`src/rtl/gpio_pkg.sv`:
```
package gpio_pkg;

    typedef enum logic [3:0] {
        GRP_DIR     = 4'd0,
        GRP_INV     = 4'd1,
        GRP_LEVEL   = 4'd2,
        GRP_OSET    = 4'd3,
        GRP_OCLR    = 4'd4,
        GRP_RISE_EN = 4'd5,
        GRP_FALL_EN = 4'd6,
        GRP_RSV7    = 4'd7,
        GRP_RSV8    = 4'd8,
        GRP_PEND    = 4'd9,
        GRP_RSV10   = 4'd10
    } grp_e;

    typedef enum logic {
        ST_IDLE = 1'b0,
        ST_RESP = 1'b1
    } rsp_state_e;

endpackage

```
`src/rtl/gpio_sync2.sv`:
```
module gpio_sync2 #(
    parameter int WIDTH = 32
) (
    input  logic             clk,
    input  logic             rst_n,
    input  logic [WIDTH-1:0] async_in,
    output logic [WIDTH-1:0] sync_out
);
    logic [WIDTH-1:0] stage1_q;
    logic [WIDTH-1:0] stage2_q;

    always_ff @(posedge clk) begin
        if (!rst_n) begin
            stage1_q <= '0;
            stage2_q <= '0;
        end else begin
            stage1_q <= async_in;
            stage2_q <= stage1_q;
        end
    end

    assign sync_out = stage2_q;
endmodule

```
`src/rtl/gpio_bank.sv`:
```
module gpio_bank
    import gpio_pkg::*;
#(
    parameter int WIDTH = 32
) (
    input  logic             clk,
    input  logic             rst_n,
    input  logic             wr_en,
    input  logic [3:0]       grp,
    input  logic [WIDTH-1:0] wdata,
    input  logic [WIDTH-1:0] pin_in,
    output logic [WIDTH-1:0] pin_out,
    output logic [WIDTH-1:0] pin_oe,
    output logic [WIDTH-1:0] rd_word,
    output logic             pend_any
);
    logic [WIDTH-1:0] dir_q, inv_q, dout_q, rise_q, fall_q, pend_q, prev_q;
    logic [WIDTH-1:0] sync_in, adj_in, hit, clr_mask, level;
    logic wr_dir, wr_inv, wr_set, wr_clr, wr_rise, wr_fall, wr_pend;

    gpio_sync2 #(.WIDTH(WIDTH)) u_sync (
        .clk      (clk),
        .rst_n    (rst_n),
        .async_in (pin_in),
        .sync_out (sync_in)
    );

    assign adj_in = sync_in ^ inv_q;
    assign hit    = (adj_in & ~prev_q & rise_q) | (~adj_in & prev_q & fall_q);

    assign wr_dir  = wr_en && (grp == GRP_DIR);
    assign wr_inv  = wr_en && (grp == GRP_INV);
    assign wr_set  = wr_en && (grp == GRP_OSET);
    assign wr_clr  = wr_en && (grp == GRP_OCLR);
    assign wr_rise = wr_en && (grp == GRP_RISE_EN);
    assign wr_fall = wr_en && (grp == GRP_FALL_EN);
    assign wr_pend = wr_en && (grp == GRP_PEND);

    assign clr_mask = wr_pend ? wdata : '0;

    always_ff @(posedge clk) begin
        if (!rst_n) begin
            dir_q  <= '0;
            inv_q  <= '0;
            dout_q <= '0;
            rise_q <= '0;
            fall_q <= '0;
            pend_q <= '0;
            prev_q <= '0;
        end else begin
            prev_q <= adj_in;
            if (wr_dir)  dir_q  <= wdata;
            if (wr_inv)  inv_q  <= wdata;
            if (wr_rise) rise_q <= wdata;
            if (wr_fall) fall_q <= wdata;
            if (wr_set)
                dout_q <= dout_q | wdata;
            else if (wr_clr)
                dout_q <= dout_q & ~wdata;
            pend_q <= (pend_q & ~clr_mask) | hit;
        end
    end

    assign level = (dir_q & dout_q) | (~dir_q & adj_in);

    always_comb begin
        case (grp)
            GRP_DIR:     rd_word = dir_q;
            GRP_INV:     rd_word = inv_q;
            GRP_LEVEL:   rd_word = level;
            GRP_RISE_EN: rd_word = rise_q;
            GRP_FALL_EN: rd_word = fall_q;
            GRP_PEND:    rd_word = pend_q;
            default:     rd_word = '0;
        endcase
    end

    assign pin_out  = dout_q;
    assign pin_oe   = dir_q;
    assign pend_any = |pend_q;

    AST_SET_BITS_HIGH: assert property (@(posedge clk) disable iff (!rst_n)
        wr_set |=> ((pin_out & $past(wdata)) == $past(wdata)));

    AST_CLR_BITS_LOW: assert property (@(posedge clk) disable iff (!rst_n)
        wr_clr |=> ((pin_out & $past(wdata)) == '0));

    AST_DIR_HOLD: assert property (@(posedge clk) disable iff (!rst_n)
        !wr_dir |=> $stable(pin_oe));

    AST_EDGE_WINS: assert property (@(posedge clk) disable iff (!rst_n)
        (hit != '0) |=> ((pend_q & $past(hit)) == $past(hit)));

    AST_PEND_STICKY: assert property (@(posedge clk) disable iff (!rst_n)
        1'b1 |=> (($past(pend_q) & ~pend_q & ~$past(clr_mask)) == '0));
endmodule

```
`src/rtl/gpio_rsp_fsm.sv`:
```
module gpio_rsp_fsm
    import gpio_pkg::*;
#(
    parameter int DATA_W = 32
) (
    input  logic              clk,
    input  logic              rst_n,
    input  logic              rd_req,
    input  logic [DATA_W-1:0] rd_word,
    output logic              rvalid,
    output logic [DATA_W-1:0] rdata
);
    rsp_state_e state_q, state_d;

    always_comb begin
        state_d = state_q;
        unique case (state_q)
            ST_IDLE: state_d = rd_req ? ST_RESP : ST_IDLE;
            ST_RESP: state_d = rd_req ? ST_RESP : ST_IDLE;
            default: state_d = ST_IDLE;
        endcase
    end

    always_ff @(posedge clk) begin
        if (!rst_n) state_q <= ST_IDLE;
        else        state_q <= state_d;
    end

    always_ff @(posedge clk) begin
        if (!rst_n)      rdata <= '0;
        else if (rd_req) rdata <= rd_word;
        else             rdata <= '0;
    end

    assign rvalid = (state_q == ST_RESP);
endmodule

```
`src/rtl/gpio_banked_ctrl.sv`:
```
module gpio_banked_ctrl
    import gpio_pkg::*;
#(
    parameter int NUM_BANKS = 3,
    parameter int BANK_W    = 32
) (
    input  logic                        clk,
    input  logic                        rst_n,
    input  logic                        bus_sel,
    input  logic                        bus_we,
    input  logic [5:0]                  bus_waddr,
    input  logic [BANK_W-1:0]           bus_wdata,
    output logic [BANK_W-1:0]           bus_rdata,
    output logic                        bus_rvalid,
    input  logic [NUM_BANKS*BANK_W-1:0] pin_in,
    output logic [NUM_BANKS*BANK_W-1:0] pin_out,
    output logic [NUM_BANKS*BANK_W-1:0] pin_oe,
    output logic                        irq
);
    localparam int BANK_SEL_W = 2;
    localparam int GRP_W      = 4;

    logic [GRP_W-1:0]      grp;
    logic [BANK_SEL_W-1:0] bank_idx;
    logic                  rd_req;
    logic [BANK_W-1:0]     rd_words [NUM_BANKS];
    logic [NUM_BANKS-1:0]  pend_vec;
    logic [BANK_W-1:0]     rd_sel;

    assign grp      = bus_waddr[BANK_SEL_W +: GRP_W];
    assign bank_idx = bus_waddr[BANK_SEL_W-1:0];
    assign rd_req   = bus_sel && !bus_we;

    for (genvar b = 0; b < NUM_BANKS; b++) begin : g_bank
        logic bank_wr;
        assign bank_wr = bus_sel && bus_we && (bank_idx == BANK_SEL_W'(b));

        gpio_bank #(.WIDTH(BANK_W)) u_bank (
            .clk      (clk),
            .rst_n    (rst_n),
            .wr_en    (bank_wr),
            .grp      (grp),
            .wdata    (bus_wdata),
            .pin_in   (pin_in[b*BANK_W +: BANK_W]),
            .pin_out  (pin_out[b*BANK_W +: BANK_W]),
            .pin_oe   (pin_oe[b*BANK_W +: BANK_W]),
            .rd_word  (rd_words[b]),
            .pend_any (pend_vec[b])
        );
    end

    always_comb begin
        rd_sel = '0;
        for (int b = 0; b < NUM_BANKS; b++) begin
            if (bank_idx == BANK_SEL_W'(b)) rd_sel = rd_words[b];
        end
    end

    gpio_rsp_fsm #(.DATA_W(BANK_W)) u_rsp (
        .clk     (clk),
        .rst_n   (rst_n),
        .rd_req  (rd_req),
        .rd_word (rd_sel),
        .rvalid  (bus_rvalid),
        .rdata   (bus_rdata)
    );

    assign irq = |pend_vec;

    AST_RVALID_AFTER_REQ: assert property (@(posedge clk) disable iff (!rst_n)
        rd_req |=> bus_rvalid);

    AST_RVALID_NEEDS_REQ: assert property (@(posedge clk) disable iff (!rst_n)
        !rd_req |=> !bus_rvalid);

    AST_UNMAPPED_BANK_ZERO: assert property (@(posedge clk) disable iff (!rst_n)
        (rd_req && (int'(bank_idx) >= NUM_BANKS)) |=> (bus_rdata == '0));

    AST_WRITE_ONLY_READ_ZERO: assert property (@(posedge clk) disable iff (!rst_n)
        (rd_req && (grp == GRP_OSET || grp == GRP_OCLR)) |=> (bus_rdata == '0));
endmodule

```
`config.mk`:
```
export PLATFORM = sky130hd
export DESIGN_NAME = gpio_banked_ctrl
export DESIGN_NICKNAME = d
export VERILOG_FILES = /design/src/rtl/gpio_pkg.sv /design/src/rtl/gpio_sync2.sv /design/src/rtl/gpio_bank.sv /design/src/rtl/gpio_rsp_fsm.sv /design/src/rtl/gpio_banked_ctrl.sv
export SDC_FILE = /design/constraint.sdc
export NUM_CORES = 2
export LEC_CHECK = 0
export BUFFER_PORTS_ARGS = -buffer_cell sky130_fd_sc_hd__clkbuf_2
export CAP_MARGIN = 20
export CORE_UTILIZATION = 50
export DETAILED_ROUTE_END_ITERATION = 8
export GPL_ROUTABILITY_DRIVEN = 1
export PLACE_DENSITY = 0.65
export SLEW_MARGIN = 5
export SYNTH_ARGS = -nofsm -noshare
export SYNTH_HDL_FRONTEND = slang
export SYNTH_SLANG_ARGS = --single-unit
```
`constraint.sdc`:
```
create_clock -name clk -period 3.5 [get_ports clk]
set_input_delay 0.7 -clock clk [delete_from_list [all_inputs] [get_ports clk]]
set_output_delay 0.7 -clock clk [all_outputs]
set_load 0.1 [all_outputs]
```
# Word level (Yosys, flattened, before mapping)
# Cells that the tools add are included.
op_classes:
  muxes: 16
  bitwise: 52
  n_reduce_logical: 34
  n_eq_ne: 9
ops:
  columns: ["cell", "n"]
  rows:
  - ["$and A32 B32 Y32", 24]
  - ["$pmux W32 S6", 3]
  - ["$not A32 Y32", 13]
  - ["$mux W32", 12]
  - ["$or A32 B32 Y32", 12]
  - ["$reduce_or A96 Y1", 1]
  - ["$xor A32 B32 Y32", 3]
  - ["$logic_and A1 B1 Y1", 26]
  - ["$eq A4 B3 Y1 const B", 3]
  - ["$eq A4 B2 Y1 const B", 2]
  - ["$reduce_bool A2 Y1", 3]
  - ["$eq A4 B1 Y1 const B", 1]
  - ["$eq A4 B4 Y1 const B", 1]
  - ["$logic_not A4 Y1", 1]
  - ["$eq A2 B1 Y1 const B", 1]
  - ["$eq A2 B2 Y1 const B", 1]
  - ["$logic_not A2 Y1", 1]
  - ["$reduce_and A2 Y1", 1]
  - ["$logic_not A1 Y1", 1]
  - ["$mux W1", 1]
totals:
  wordCells: 140
  regBits: 897
  inputBits: 138
  output_inout_bits: 226

# Logic depth before layout (Yosys ltp)
depth:
  word_depth: 7
  mapped_depth: 8

# Hierarchy
# Synthesis repeated with hierarchy kept, for this count alone.
unflattened:
  cells_unflattened: 4265
  area_unflattened_um2: 38894.8
by_module_without_submodules:
  columns: ["mod", "cells_each", "area_each_um2", "instances", "seq_area_each_um2"]
  rows:
  - ["gpio_bank", 1236, 10537.6, 3, 4484.3]
  - ["gpio_sync2", 134, 1791.7, 3, 1281.2]
  - ["gpio_banked_ctrl", 83, 980.9, 1, 0.0]
  - ["gpio_rsp_fsm", 72, 925.9, 1, 660.6]

# Least setup slack after synthesis
# OpenSTA, ideal clock, no wires.
synth_path:
  kind: "input-to-reg"
  from: "input bus_waddr[4]"
  to: "register u_rsp.rdata[20]"
  required_time_ns: 3.381
  cell_stages: 7
  arrival_time_ns: 2.183
  setup_slack_ns: 1.199
  path_cell_list: "buf_6 > buf_4 > buf_1 > mux2_2 > a2bb2oi_1 > a31oi_1 > o221a_2"
synth_via:
  elab_chain_cells: 5
synth_rtl:
  columns: ["item", "line", "source"]
  rows:
  - ["from (decl)", "gpio_banked_ctrl.sv:11", "input logic [5:0] bus_waddr,"]
  - ["$eq A4 B4 Y1 (tied with other cells)", "gpio_bank.sv:67", "case (grp)"]
  - ["$pmux W32 S6", "gpio_bank.sv:67", null]
  - ["$mux W32 (2 in a row)", "gpio_banked_ctrl.sv:55", "if (bank_idx == BANK_SEL_W'(b)) rd_sel = rd_words[b];"]
  - ["$mux W32 (*)", "gpio_banked_ctrl.sv:55", null]
  - ["to (signal assigned)", "gpio_rsp_fsm.sv:31", "else if (rd_req) rdata <= rd_word;"]
  - ["to (decl)", "gpio_rsp_fsm.sv:11", "output logic [DATA_W-1:0] rdata"]
# Every way passes the cells marked *; elsewhere a longest branch is shown, timed or not.
# A chain may end at the register's enable or synchronous reset.

# Worst setup path in the final report
layout_path:
  from: "register g_bank[0].u_bank.pend_q[20]"
  to: "output irq"
layout_via:
  elab_chain_cells: 1
layout_rtl:
  columns: ["item", "line", "source"]
  rows:
  - ["from (decl)", "gpio_bank.sv:17", "logic [WIDTH-1:0] dir_q, inv_q, dout_q, rise_q, fall_q, pend_q, prev_q;"]
  - ["from (signal assigned)", "gpio_bank.sv:60", "pend_q <= (pend_q & ~clr_mask) | hit;"]
  - ["$reduce_or A96 Y1", "gpio_banked_ctrl.sv:68", "assign irq = |pend_vec;"]
  - ["to (decl)", "gpio_banked_ctrl.sv:18", "output logic irq"]
# Every way passes these cells.

==> flow_metrics.env <==
export IMPL_fin_util=0.5902
export IMPL_grt_antenna_before_repair=2
export IMPL_final_nets=4751
export IMPL_internal_power_mw=17.29
export IMPL_vias_per_cell=5.833
export IMPL_crit_start="g_bank[0].u_bank.pend_q[20]"
export IMPL_yosysUniqueCellTypes=60
export IMPL_power_switching_mw=5.103
export IMPL_dpl_hpwl_mm=88.50
export IMPL_synthesis_area_um2=37850
export IMPL_core_um2=74700
export IMPL_p_per_area_nw_per_um2=508.0
export IMPL_min_path_type="primary input to register"
export IMPL_crit_family="simple AND/OR/NAND/NOR gates"
export IMPL_min_period_over_period=0.9806
export IMPL_fin_skew_ns=0.01355
export IMPL_drv_cap=0
export IMPL_gp_congestion=0.9343
export IMPL_synth_nets=4529
export IMPL_grt_pass1_wl_mm=195.6
export IMPL_hp_start="pin_in[26]"
export IMPL_cts_hold_buf=0
export IMPL_placementRows=100
export IMPL_critPathMaxFanout=3
export IMPL_post_cts_setup_buffers=0
export IMPL_die_w_um=277.1
export IMPL_synth_yosys_warnings=0
export IMPL_io_pins=364
export IMPL_path_clk_slew_ns=0.06
export IMPL_syn_inst=4391
export IMPL_fp_dieH_um=277.1
export IMPL_cts_root_buffer="clkbuf_16"
export IMPL_worstHoldPathCells=2
export IMPL_crit_top_cell="buf_4"
export IMPL_seq_area_frac_synth=0.4744
export IMPL_arrival_ns=2.73
export IMPL_avgSynthCellArea_um2=8.620
export IMPL_route_detailed_wl_per_inst_um=23.33
export IMPL_cp_end_kind="output port"
export IMPL_numCtsBuffers=95
export IMPL_fin_cells=5659
export IMPL_clkPwrFrac=0.481
export IMPL_synth_edf_count=0
export IMPL_clock_latency_ns=0.66
export IMPL_synthArstFlopShare=0
export IMPL_cts_buffer_depth=3
export IMPL_crit_chain="nor4_4 > buf_4 > nand4_1 > nor4_1 > buf_4 > nand2_1 > buf_12"
export IMPL_tns_ns=0
export IMPL_cp_num_buf_inv=3
export IMPL_grt_max_degree=272
export IMPL_fmax_mhz=291.4
export IMPL_status="completed"
export IMPL_port_buffers=363
export IMPL_ir_worst_vdd_uv=383.9
export IMPL_dr_first_iter_drc_count=3071
export IMPL_leakage_nw=15.52
export IMPL_cts_tree="built"
export IMPL_whs_endpoint="g_bank[0].u_bank.u_sync.stage1_q[26]"
export IMPL_area_growth_pct=16.46
export IMPL_critPathKind="register to output port"
export IMPL_power_frac_seq=0.466
export IMPL_grt_pass1_vias=30820
export IMPL_slew_headroom=0.1683
export IMPL_hold_viol_final=0
export IMPL_crit_slowest_cell="dfxtp_1"
export IMPL_crit_path_max_incr_delay_ns=0.41
export IMPL_setup_violations=0
export IMPL_netSwitchingFraction=0.2279
export IMPL_rsz0062_at_grt="no"
export IMPL_drive_gt1_frac=0.1591
export IMPL_worst_pin_slew_ns=1.248
export IMPL_dieArea_um2=76810
export IMPL_worstPathRequired_ns=2.80
export IMPL_start_util=0.5067
export IMPL_rr_worst_depth=5
export IMPL_htreeDepth=3
export IMPL_slew_viol_final=0
export IMPL_dpl_cell_count=5484
export IMPL_r2r_start="g_bank[2].u_bank.inv_q[24]"
export IMPL_via_count=33010
export IMPL_combPwrFrac=0.053
export IMPL_totalWireLength_mm=132.0
export IMPL_grt_usage=0.3343
export IMPL_overflow=0
export IMPL_drc=0
export IMPL_crit_path_start_kind="register"
export IMPL_clock_sinks=897
export IMPL_holdWs_ns=0.2459
export IMPL_ff2ff_setup_slack_ns=1.47
export IMPL_dr_pass1_iters=6
export IMPL_drtAntennaViolNets=0
export IMPL_ys_seq_elements=897
export IMPL_yosys_most_used_dff="dfxtp_1"
export IMPL_period_needed_ns=3.432
export IMPL_timing_rr_end="u_rsp.rdata[24]"
[layer usage]
layer	global-route usage	routed length [um]	vias up
met1	0.4281	52790	15780
met4	0.1717	7181	4
met5	0	22	-
li1	-	-	15460
met3	0.05695	11030	304
met2	0.5413	61010	1465
[worst max path at each step]
stage / endpoint / slack, ns / cells after the start
floorplan: u_rsp.rdata[20] / 1.20 / 7
global route: irq / 0.03 / 7
global placement: u_rsp.rdata[5] / 0.31 / 7
CTS: irq / 0.04 / 6
finish: irq / 0.07 / 7
detailed placement: u_rsp.rdata[5] / 0.32 / 7
[cell usage after synthesis, types with 3 or more instances]
master     instances  share of area
nor3b_1           50         0.0099
dfxtp_1          897           0.47
buf_2             68         0.0090
and2_1           240          0.040
clkbuf_1         269          0.027
xnor2_1           49          0.011
a2bb2oi_1         27         0.0062
a221oi_1          16         0.0037
inv_1             15         0.0015
a21boi_0         408          0.081
nor3_1            27         0.0036
a21boi_1          41         0.0081
o221ai_1          16         0.0037
o21a_1            17         0.0034
nand2b_1           5        0.00083
a22o_1             3        0.00069
xor2_1            47          0.011
a311oi_1          15         0.0035
buf_6              7         0.0021
nor4_1            43         0.0071
a31oi_1           80          0.013
nor3_2            20         0.0053
a2111oi_0         16         0.0037
buf_1              5        0.00050
a22oi_1          132          0.026
nor2_1            54         0.0054
a211oi_2           3        0.00099
buf_4             10         0.0020
o211ai_1          17         0.0034
o21bai_1          16         0.0032
o21ai_0          125          0.017
nor2b_1          180          0.030
a2111oi_1         16         0.0042
nand3b_1          64          0.013
nand4_1            6        0.00099
mux2i_1           50          0.013
or3_1              4        0.00066
o221a_2           16         0.0048
nand2_1         1081           0.11
mux2_2            28         0.0083
a21oi_1          186          0.025
[cell families after synthesis]
family | share of synthesized area
compound gates | 0.2130
simple gates | 0.2270
xor+xnor | 0.02221
buf+inv | 0.04182
flops | 0.4744
mux | 0.02155
[power by group through the flow]
stage	clock [mW]	sequential [mW]	combinational, mW
after floorplan	0	10.7	0.668
after global placement	0	10.7	1.16
after detailed placement	0	10.7	1.17
after CTS	10.9	10.4	1.17
after global routing	11.3	10.4	1.24
final	10.8	10.4	1.19
[through the flow]
| stage | worst slack (ns) | area (um^2) | power [mW] |
|---|---|---|---|
| floorplan | 1.199 | 37850 | 11.36 |
| global placement | 0.3136 | 40650 | 11.82 |
| detailed placement | 0.3245 | 40650 | 11.83 |
| CTS | 0.04028 | 44030 | 22.47 |
| global route | 0.03463 | 44080 | 22.95 |
| finish | 0.06794 | 44080 | 22.39 |
[what timing repair did]
action,CTS,global route
hold endpoints to repair,0,0
pin swaps,0,0
setup endpoints to repair,1,1
gates resized for setup,3,5
[final cells by class]
class | count | area (um^2)
clock inverter | 33 | 493.0
sequential | 897 | 17960
tap | 969 | 1212
antenna | 2 | 5.005
timing repair buffer | 484 | 3020
inverter | 16 | 60.06
multi-input combinational | 3119 | 18470
clock buffer | 139 | 2865
fill | 6618 | 30610
[worst reg2reg max path: stages (launching register included)]
cell,delay (ns)
dfxtp_1,0.34
xor2_1,0.21
nand3b_1,0.11
a21oi_1,0.09
a2111oi_0,0.99
a2111oi_1,0.12
[placed cells by master, fill, tap and decap left out, types with 12 or more instances in the layout]
| cell | instances |
|---|---|
| mux2i_1 | 50 |
| mux2_2 | 28 |
| o21ai_0 | 125 |
| nor2b_1 | 178 |
| nor3b_1 | 50 |
| clkbuf_16 | 97 |
| dfxtp_1 | 897 |
| and2_1 | 239 |
| o221a_2 | 16 |
| clkbuf_2 | 360 |
| a21boi_0 | 408 |
| a221oi_1 | 16 |
| buf_4 | 100 |
| xnor2_1 | 49 |
| o21a_1 | 17 |
| a2111oi_0 | 16 |
| nor2_2 | 17 |
| a31oi_1 | 80 |
| o21bai_1 | 16 |
| a21boi_1 | 41 |
| nor2_1 | 38 |
| bufinv_16 | 12 |
| nor3_1 | 27 |
| o211ai_1 | 17 |
| nor3_2 | 17 |
| a311oi_1 | 15 |
| o221ai_1 | 16 |
| a21oi_1 | 186 |
| buf_12 | 22 |
| inv_1 | 15 |
| clkbuf_1 | 14 |
| nand3b_1 | 64 |
| clkinv_2 | 12 |
| a2bb2oi_1 | 27 |
| nand2_1 | 1081 |
| a2111oi_1 | 16 |
| nor4_1 | 36 |
| xor2_1 | 47 |
| a22oi_1 | 132 |
| clkbuf_8 | 28 |
Power figures use the tool's default switching activity.
